## config.mk

```make
export PLATFORM = sky130hd
export DESIGN_NAME = crp_wr_master
export DESIGN_NICKNAME = d
export VERILOG_FILES = /design/src/rtl/crp_pkg.sv /design/src/rtl/crp_sync2.sv /design/src/rtl/crp_tick_gen.sv /design/src/rtl/crp_hs_engine.sv /design/src/rtl/crp_wr_master.sv
export SDC_FILE = /design/constraint.sdc
export NUM_CORES = 1
export LEC_CHECK = 0
export CAP_MARGIN = 10
export CORE_MARGIN = 2
export CORE_UTILIZATION = 35
export CTS_BUF_LIST = sky130_fd_sc_hd__clkbuf_8
export DETAILED_ROUTE_END_ITERATION = 7
export SYNTH_ARGS = -nofsm -noshare
export SYNTH_HDL_FRONTEND = slang
export SYNTH_SLANG_ARGS = --single-unit
```

## constraint.sdc

```tcl
create_clock -name clk -period 2.05 [get_ports clk]
set_clock_uncertainty 0.1 [all_clocks]
set_input_delay 0.205 -clock clk [delete_from_list [all_inputs] [get_ports clk]]
set_output_delay 0.205 -clock clk [all_outputs]
set_load 0.01 [all_outputs]
```

## src/rtl/crp_pkg.sv

```systemverilog
package crp_pkg;

  localparam int CW_W    = 32;
  localparam int ST_W    = 32;
  localparam int DATA_W  = 16;
  localparam int DIN_LSB = 2;
  localparam int BIT_CAPA = 0;
  localparam int BIT_CAPD = 1;
  localparam int BIT_RD   = 18;
  localparam int BIT_WR   = 19;
  localparam int ACK_BIT  = 0;

  typedef enum logic [1:0] {PH_ADDR, PH_DATA, PH_COMMIT} phase_e;
  typedef enum logic [1:0] {HS_IDLE, HS_PRE, HS_RISE, HS_FALL} hs_state_e;
  typedef enum logic {TOP_IDLE, TOP_RUN} top_state_e;

  function automatic logic [CW_W-1:0] place_val(input logic [DATA_W-1:0] v);
    logic [CW_W-1:0] w;
    w = '0;
    w[DIN_LSB +: DATA_W] = v;
    return w;
  endfunction

endpackage

```

## src/rtl/crp_sync2.sv

```systemverilog
module crp_sync2 (
  input  logic clk,
  input  logic rst_n,
  input  logic d_i,
  output logic q_o
);
  logic meta_q;
  logic sync_q;

  always_ff @(posedge clk or negedge rst_n) begin
    if (!rst_n) begin
      meta_q <= 1'b0;
      sync_q <= 1'b0;
    end else begin
      meta_q <= d_i;
      sync_q <= meta_q;
    end
  end

  assign q_o = sync_q;
endmodule

```

## src/rtl/crp_tick_gen.sv

```systemverilog
module crp_tick_gen #(
  parameter int DIV = 250
) (
  input  logic clk,
  input  logic rst_n,
  input  logic run_i,
  output logic tick_o
);
  localparam int CNT_W = (DIV > 1) ? $clog2(DIV) : 1;
  localparam logic [CNT_W-1:0] LAST = CNT_W'(DIV - 1);

  logic [CNT_W-1:0] cnt_q, cnt_d;

  assign tick_o = run_i && (cnt_q == LAST);

  always_comb begin
    if (!run_i || tick_o) cnt_d = '0;
    else                  cnt_d = cnt_q + 1'b1;
  end

  always_ff @(posedge clk or negedge rst_n) begin
    if (!rst_n) cnt_q <= '0;
    else        cnt_q <= cnt_d;
  end
endmodule

```

## src/rtl/crp_hs_engine.sv

```systemverilog
module crp_hs_engine
  import crp_pkg::*;
#(
  parameter int MAX_POLLS = 100
) (
  input  logic              clk,
  input  logic              rst_n,
  input  logic              start_i,
  input  phase_e            phase_i,
  input  logic [DATA_W-1:0] val_i,
  input  logic              ack_i,
  input  logic              tick_i,
  output logic              run_o,
  output logic              ok_o,
  output logic              fail_o,
  output logic [CW_W-1:0]   ctrl_o
);
  localparam int PW = (MAX_POLLS > 1) ? $clog2(MAX_POLLS) : 1;
  localparam logic [PW-1:0] LAST_POLL = PW'(MAX_POLLS - 1);

  hs_state_e         state_q, state_d;
  phase_e            phase_q, phase_d;
  logic [DATA_W-1:0] val_q, val_d;
  logic [PW-1:0]     polls_q, polls_d;
  logic [CW_W-1:0]   ctrl_q, ctrl_d;

  always_comb begin
    state_d = state_q;
    phase_d = phase_q;
    val_d   = val_q;
    polls_d = polls_q;
    ok_o    = 1'b0;
    fail_o  = 1'b0;
    case (state_q)
      HS_IDLE: begin
        if (start_i) begin
          val_d   = val_i;
          phase_d = phase_i;
          polls_d = '0;
          state_d = HS_PRE;
        end
      end
      HS_PRE: state_d = HS_RISE;
      HS_RISE: begin
        if (tick_i) begin
          if (ack_i) begin
            polls_d = '0;
            state_d = HS_FALL;
          end else if (polls_q == LAST_POLL) begin
            fail_o  = 1'b1;
            state_d = HS_IDLE;
          end else begin
            polls_d = polls_q + 1'b1;
          end
        end
      end
      HS_FALL: begin
        if (tick_i) begin
          if (!ack_i) begin
            ok_o    = 1'b1;
            state_d = HS_IDLE;
          end else if (polls_q == LAST_POLL) begin
            fail_o  = 1'b1;
            state_d = HS_IDLE;
          end else begin
            polls_d = polls_q + 1'b1;
          end
        end
      end
      default: state_d = HS_IDLE;
    endcase
  end

  always_comb begin
    ctrl_d = '0;
    case (state_d)
      HS_PRE, HS_FALL: ctrl_d = place_val(val_d);
      HS_RISE: begin
        ctrl_d = place_val(val_d);
        case (phase_d)
          PH_ADDR:   ctrl_d[BIT_CAPA] = 1'b1;
          PH_DATA:   ctrl_d[BIT_CAPD] = 1'b1;
          default:   ctrl_d[BIT_WR]   = 1'b1;
        endcase
      end
      default: ctrl_d = '0;
    endcase
  end

  always_ff @(posedge clk or negedge rst_n) begin
    if (!rst_n) begin
      state_q <= HS_IDLE;
      phase_q <= PH_ADDR;
      val_q   <= '0;
      polls_q <= '0;
      ctrl_q  <= '0;
    end else begin
      state_q <= state_d;
      phase_q <= phase_d;
      val_q   <= val_d;
      polls_q <= polls_d;
      ctrl_q  <= ctrl_d;
    end
  end

  assign run_o  = (state_q == HS_RISE) || (state_q == HS_FALL);
  assign ctrl_o = ctrl_q;

  logic cmd_any;
  assign cmd_any = ctrl_q[BIT_CAPA] | ctrl_q[BIT_CAPD] | ctrl_q[BIT_WR];

  AST_ONE_CMD: assert property (@(posedge clk) disable iff (!rst_n)
    $onehot0({ctrl_q[BIT_WR], ctrl_q[BIT_CAPD], ctrl_q[BIT_CAPA]}) && !ctrl_q[BIT_RD]);
  AST_PRE_CLEAR: assert property (@(posedge clk) disable iff (!rst_n)
    (cmd_any && !$past(cmd_any)) |-> ($past(ctrl_q[DIN_LSB +: DATA_W]) == ctrl_q[DIN_LSB +: DATA_W]));
  AST_FALL_HOLD: assert property (@(posedge clk) disable iff (!rst_n)
    ($fell(cmd_any) && state_q == HS_FALL) |-> $stable(ctrl_q[DIN_LSB +: DATA_W]));
  AST_RISE_ACKED: assert property (@(posedge clk) disable iff (!rst_n)
    (state_q == HS_FALL && $past(state_q) == HS_RISE) |-> $past(ack_i));
  AST_POLL_BOUND: assert property (@(posedge clk) disable iff (!rst_n)
    polls_q <= LAST_POLL);
  AST_START_IDLE: assert property (@(posedge clk) disable iff (!rst_n)
    start_i |-> (state_q == HS_IDLE));
endmodule

```

## src/rtl/crp_wr_master.sv

```systemverilog
module crp_wr_master
  import crp_pkg::*;
#(
  parameter int TICK_DIV  = 250,
  parameter int MAX_POLLS = 100
) (
  input  logic              clk,
  input  logic              rst_n,
  input  logic              req_i,
  input  logic [DATA_W-1:0] addr_i,
  input  logic [DATA_W-1:0] data_i,
  output logic              busy_o,
  output logic              done_o,
  output logic              err_o,
  output logic [CW_W-1:0]   ctrl_o,
  input  logic [ST_W-1:0]   stat_i
);
  top_state_e        state_q, state_d;
  phase_e            phase_q, phase_d;
  logic [DATA_W-1:0] addr_q, addr_d, data_q, data_d;
  logic              start_q, start_d;
  logic              done_q, done_d, err_q, err_d;

  logic ack_s, tick, run, eng_ok, eng_fail;
  logic [DATA_W-1:0] eng_val;
  logic unused_stat;

  assign unused_stat = ^stat_i[ST_W-1:ACK_BIT+1];

  crp_sync2 u_ack_sync (
    .clk (clk), .rst_n (rst_n), .d_i (stat_i[ACK_BIT]), .q_o (ack_s)
  );

  crp_tick_gen #(.DIV(TICK_DIV)) u_tick (
    .clk (clk), .rst_n (rst_n), .run_i (run), .tick_o (tick)
  );

  assign eng_val = (phase_q == PH_ADDR) ? addr_q : data_q;

  crp_hs_engine #(.MAX_POLLS(MAX_POLLS)) u_eng (
    .clk     (clk),
    .rst_n   (rst_n),
    .start_i (start_q),
    .phase_i (phase_q),
    .val_i   (eng_val),
    .ack_i   (ack_s),
    .tick_i  (tick),
    .run_o   (run),
    .ok_o    (eng_ok),
    .fail_o  (eng_fail),
    .ctrl_o  (ctrl_o)
  );

  always_comb begin
    state_d = state_q;
    phase_d = phase_q;
    addr_d  = addr_q;
    data_d  = data_q;
    start_d = 1'b0;
    done_d  = 1'b0;
    err_d   = err_q;
    case (state_q)
      TOP_IDLE: begin
        if (req_i) begin
          addr_d  = addr_i;
          data_d  = data_i;
          phase_d = PH_ADDR;
          start_d = 1'b1;
          state_d = TOP_RUN;
        end
      end
      TOP_RUN: begin
        if (eng_fail) begin
          done_d  = 1'b1;
          err_d   = 1'b1;
          state_d = TOP_IDLE;
        end else if (eng_ok) begin
          if (phase_q == PH_COMMIT) begin
            done_d  = 1'b1;
            err_d   = 1'b0;
            state_d = TOP_IDLE;
          end else begin
            phase_d = (phase_q == PH_ADDR) ? PH_DATA : PH_COMMIT;
            start_d = 1'b1;
          end
        end
      end
      default: state_d = TOP_IDLE;
    endcase
  end

  always_ff @(posedge clk or negedge rst_n) begin
    if (!rst_n) begin
      state_q <= TOP_IDLE;
      phase_q <= PH_ADDR;
      addr_q  <= '0;
      data_q  <= '0;
      start_q <= 1'b0;
      done_q  <= 1'b0;
      err_q   <= 1'b0;
    end else begin
      state_q <= state_d;
      phase_q <= phase_d;
      addr_q  <= addr_d;
      data_q  <= data_d;
      start_q <= start_d;
      done_q  <= done_d;
      err_q   <= err_d;
    end
  end

  assign busy_o = (state_q == TOP_RUN);
  assign done_o = done_q;
  assign err_o  = err_q;

  AST_DONE_PULSE: assert property (@(posedge clk) disable iff (!rst_n)
    done_o |=> !done_o);
  AST_DONE_NOT_BUSY: assert property (@(posedge clk) disable iff (!rst_n)
    done_o |-> !busy_o);
  AST_FAIL_QUIET: assert property (@(posedge clk) disable iff (!rst_n)
    (done_o && err_o) |-> (ctrl_o == '0));
  AST_RUN_ONLY_BUSY: assert property (@(posedge clk) disable iff (!rst_n)
    run |-> busy_o);
endmodule

```

==> metrics.md <==
| Metric | Value |
|---|---|
| Nets@finish | `528` |
| Crit share post-route | `0.9238` |
| Most frequent cells after synthesis | `nand2_1, dfrtp_1, nor2_1, a21oi_1, mux2i_1` |
| Peak VDD IR | `0.0003797 V` |
| Routed Antenna Nets | `0` |
| Met3 Use GR | `0.03702` |
| Worst reg2reg path depth | `6` |
| RSZ-0062 raised after global routing | `no` |
| Slew @ Worst Pin | `532.5 ps` |
| PwrDens | `about 760 nW/µm²` |
| N_diodes | `0` |
| R2r endpoint | `u_eng.ctrl_o[16]$_DFF_PN0_` |
| Max Freq | `528.0 MHz` |
| Netlist Area Pre-Place | `4051 µm²` |
| CTS Root Cell | `clkbuf_8` |
| Die ar. | `12,450 µm²` |
| FP Rows | `39` |
| Initial antenna violation count | `0` |
| Initial Util | `0.3563` |
| CTS tree | `yes` |
| Busiest grt layer | `met2` |
| Horiz. Die Dim | `111.6 µm` |
| Met1 global-route usage | `0.1677` |
| First-pass GRT wire length | `13,140 µm` |
| Max_cap viols | `0` |
| Synth warn | `0` |
| Synthesized area per cell | `10.21 µm²` |
| Gr ovfl total | `0` |
| Startpoint Class | `flip-flop` |
| Fin util | `0.4414` |
| Worst Hold Class | `primary input to flip-flop` |
| Drt wl/cell | `around 13 µm` |
| Post-Syn Instances | `397` |
| Num CTS Buffers | `9` |
| Crit. End Element | `flip-flop` |
| Drt pass-1 iters | `4` |
| CP arrival | `~2000 ps` |
| Total negative slack | `0 ps` |
| Seq/Total Area, Yosys | `0.5806` |
| DRC errors left | `0` |
| DP HPWL | `5576 µm` |
| Outcome | `completed` |
| Worst Hold Depth | `1` |
| Port Buf Inserts | `57` |
| Min Clock Period, post-route | `between 1500 and 2000 ps` |
| Die Y | `between 100 and 150 µm` |
| Top-count cell post-synth | `nand2_1` |
| Synth cell types | `45` |
| Crit path kind | `flip-flop to flip-flop` |
| GRT met2 Usage | `0.2167` |
| H-tree depth | `3` |
| Vias in the first global route | `about 2,800` |
| Ys flop type | `dfrtp_1` |
| Hold EP | `u_ack_sync.meta_q$_DFF_PN0_` |
| Sink Count | `94` |
| Start of the worst register-to-register path | `u_tick.cnt_q[0]$_DFF_PN0_` |
| Reg2Reg Setup Slack | `160 ps` |
| Fill cells | `about 1,100` |
| Core region area | `11,370 µm²` |
| IO Pins | `102` |
| Post-synth top area share | `0.5806` |
| Hold Startpoint | `stat_i[0]` |
| Clock transition time at the flip-flop clock pins of the worst setup and hold paths | `~90 ps` |
| GRT Total Usage | `0.1303` |
| Main area contributors after synthesis | `dfrtp_1, nand2_1, mux2i_1` |
| Via density | `4.594` |
| Largest net degree at the start of global routing | `41` |
| # setup viols final | `0` |
| Max Buffers Root-to-Sink | `2` |
| CP Data Required Time | `2180 ps` |
| Synthesis-to-finish area growth | `23.87%` |
| Initial DRC count | `83` |
| Leak | `2.391 nW` |
| Ys async rst share | `1.000` |
| Max_slew headroom | `0.6450` |
| #FFs+latches synth | `94` |
| Number of flops mapped to enable cells by yosys | `0` |
| Yosys top cell by area | `dfrtp_1` |
| Layout cell share with drive strength beyond 1 | `0.09071` |
| Final Hold Vio Count | `0` |
| Via Count | `about 2,800` |
| Worst skew pair latency | `350 ps` |
| Crit Path Max Fanout | `10` |
| Placer Congestion | `a little under 0.8` |
| Fin. max-slew vios | `0` |
| Detailed-route wire length | `7830 µm` |
[per-layer routing]
metal,share of wire,vias to the layer above
met5,0,-
met4,0.011,0
met3,0.030,6
met2,0.49,45
met1,0.47,1345
li1,-,1388
[registers in the layout, summed over array words and instances, names as in the netlist]
name / flops
addr_q: 16
u_eng.val_q: 16
u_eng.state_q: 2
phase_q: 2
done_o: 1
err_o: 1
data_q: 16
start_q: 1
u_eng.polls_q: 7
u_ack_sync.q_o: 1
u_tick.cnt_q: 8
u_eng.phase_q: 2
busy_o: 1
u_eng.ctrl_o: 19
u_ack_sync.meta_q: 1
[critical path, cell delays in order (launching register included)]
cell      delay (ps)
dfrtp_1          430
ha_1             220
and3_1           190
a41oi_1          250
o221ai_2         160
buf_4            210
o21a_1           210
[kinds of logic (layout without fill, tap and decap cells)]
logic type	count (synthesis)	after routing	share of synthesized area
other cells	1	13	0.0009256
buf+inv	35	89	0.05250
flops	94	94	0.5806
xor+xnor	7	7	0.01513
fa+ha+maj	3	3	0.009266
simple gates	191	191	0.2140
mux	17	17	0.04200
compound gates	49	49	0.08555
[area by class of cell]
| cell class | instances | area (µm²) | area share |
|---|---|---|---|
| inverters | 3 | 11.26 | 0.002244 |
| clock buffers | 9 | 123.9 | 0.02468 |
| clock inverters | 7 | 112.6 | 0.02244 |
| multi-input cells | 280 | 1534 | 0.3057 |
| repair buffers | 70 | 705.7 | 0.1406 |
| flip-flops and latches | 94 | 2352 | 0.4687 |
| well taps | 143 | 178.9 | 0.03565 |
[layout by cell type (no fill, tap or decap), types with 3 or more instances in the layout]
cell	synthesis	final
buf_4	15	10
nand2b_1	5	5
clkdlybuf4s50_1	0	56
nand2_1	110	110
o21ai_0	8	8
dfrtp_1	94	94
a21o_1	3	3
xor2_1	5	5
ha_1	3	3
bufinv_16	0	3
nor2b_1	13	12
conb_1	1	13
inv_1	3	4
clkbuf_8	0	9
buf_12	0	3
o21a_1	9	9
mux2i_1	17	17
nor2_1	34	34
nand3_1	8	8
o31ai_1	3	3
and3_1	6	6
a21oi_1	17	17
[through the flow]
step | setup WS [ps] | power [mW] | hold slack (ps) | instance area (µm²) | instances
4_1_cts | 105.4 | 3.875 | 178.8 | 5011 | 605
5_1_grt | 10.27 | 4.008 | 170.7 | 5019 | 606
2_1_floorplan | 262.2 | 2.237 | -190.6 | 4096 | 409
3_3_place_gp | 188.3 | 2.419 | 124.9 | 4765 | 588
6_report | 156.2 | 3.827 | 187.5 | 5019 | 606
3_5_place_dp | 124.5 | 2.428 | 125.6 | 4765 | 588
[worst max-delay path by stage]
stage,startpoint,cells after the start,to,slack (ps)
final,u_tick.cnt_q[0]$_DFF_PN0_,6,u_eng.ctrl_o[16]$_DFF_PN0_,160
after global routing,u_tick.cnt_q[1]$_DFF_PN0_,7,u_eng.polls_q[6]$_DFFE_PN0P_,10
after CTS,u_tick.cnt_q[1]$_DFF_PN0_,7,u_eng.polls_q[6]$_DFFE_PN0P_,110
after detailed placement,u_tick.cnt_q[1]$_DFF_PN0_,7,u_eng.polls_q[6]$_DFFE_PN0P_,120
after global placement,u_tick.cnt_q[1]$_DFF_PN0_,7,u_eng.polls_q[6]$_DFFE_PN0P_,190
after floorplan,u_tick.cnt_q[0]$_DFF_PN0_,8,u_eng.ctrl_o[14]$_DFF_PN0_,260
[power by group]
group | leakage, nW | internal, mW | switching [mW]
sequential | 1.18 | 1.97 | 0.0547
combinational | 1.09 | 0.187 | 0.175
clock | 0.125 | 0.807 | 0.637
total | 2.39 | 2.96 | 0.867
[timing repair]
action | 4_1_cts | 5_1_grt
endpoints found under the setup margin | 0 | 3
endpoints found under the hold margin | 36 | 0
setup buffers | 0 | 1
gates resized for setup | 0 | 0
hold buffers | 1 | 0
Power figures use the tool's default switching activity.
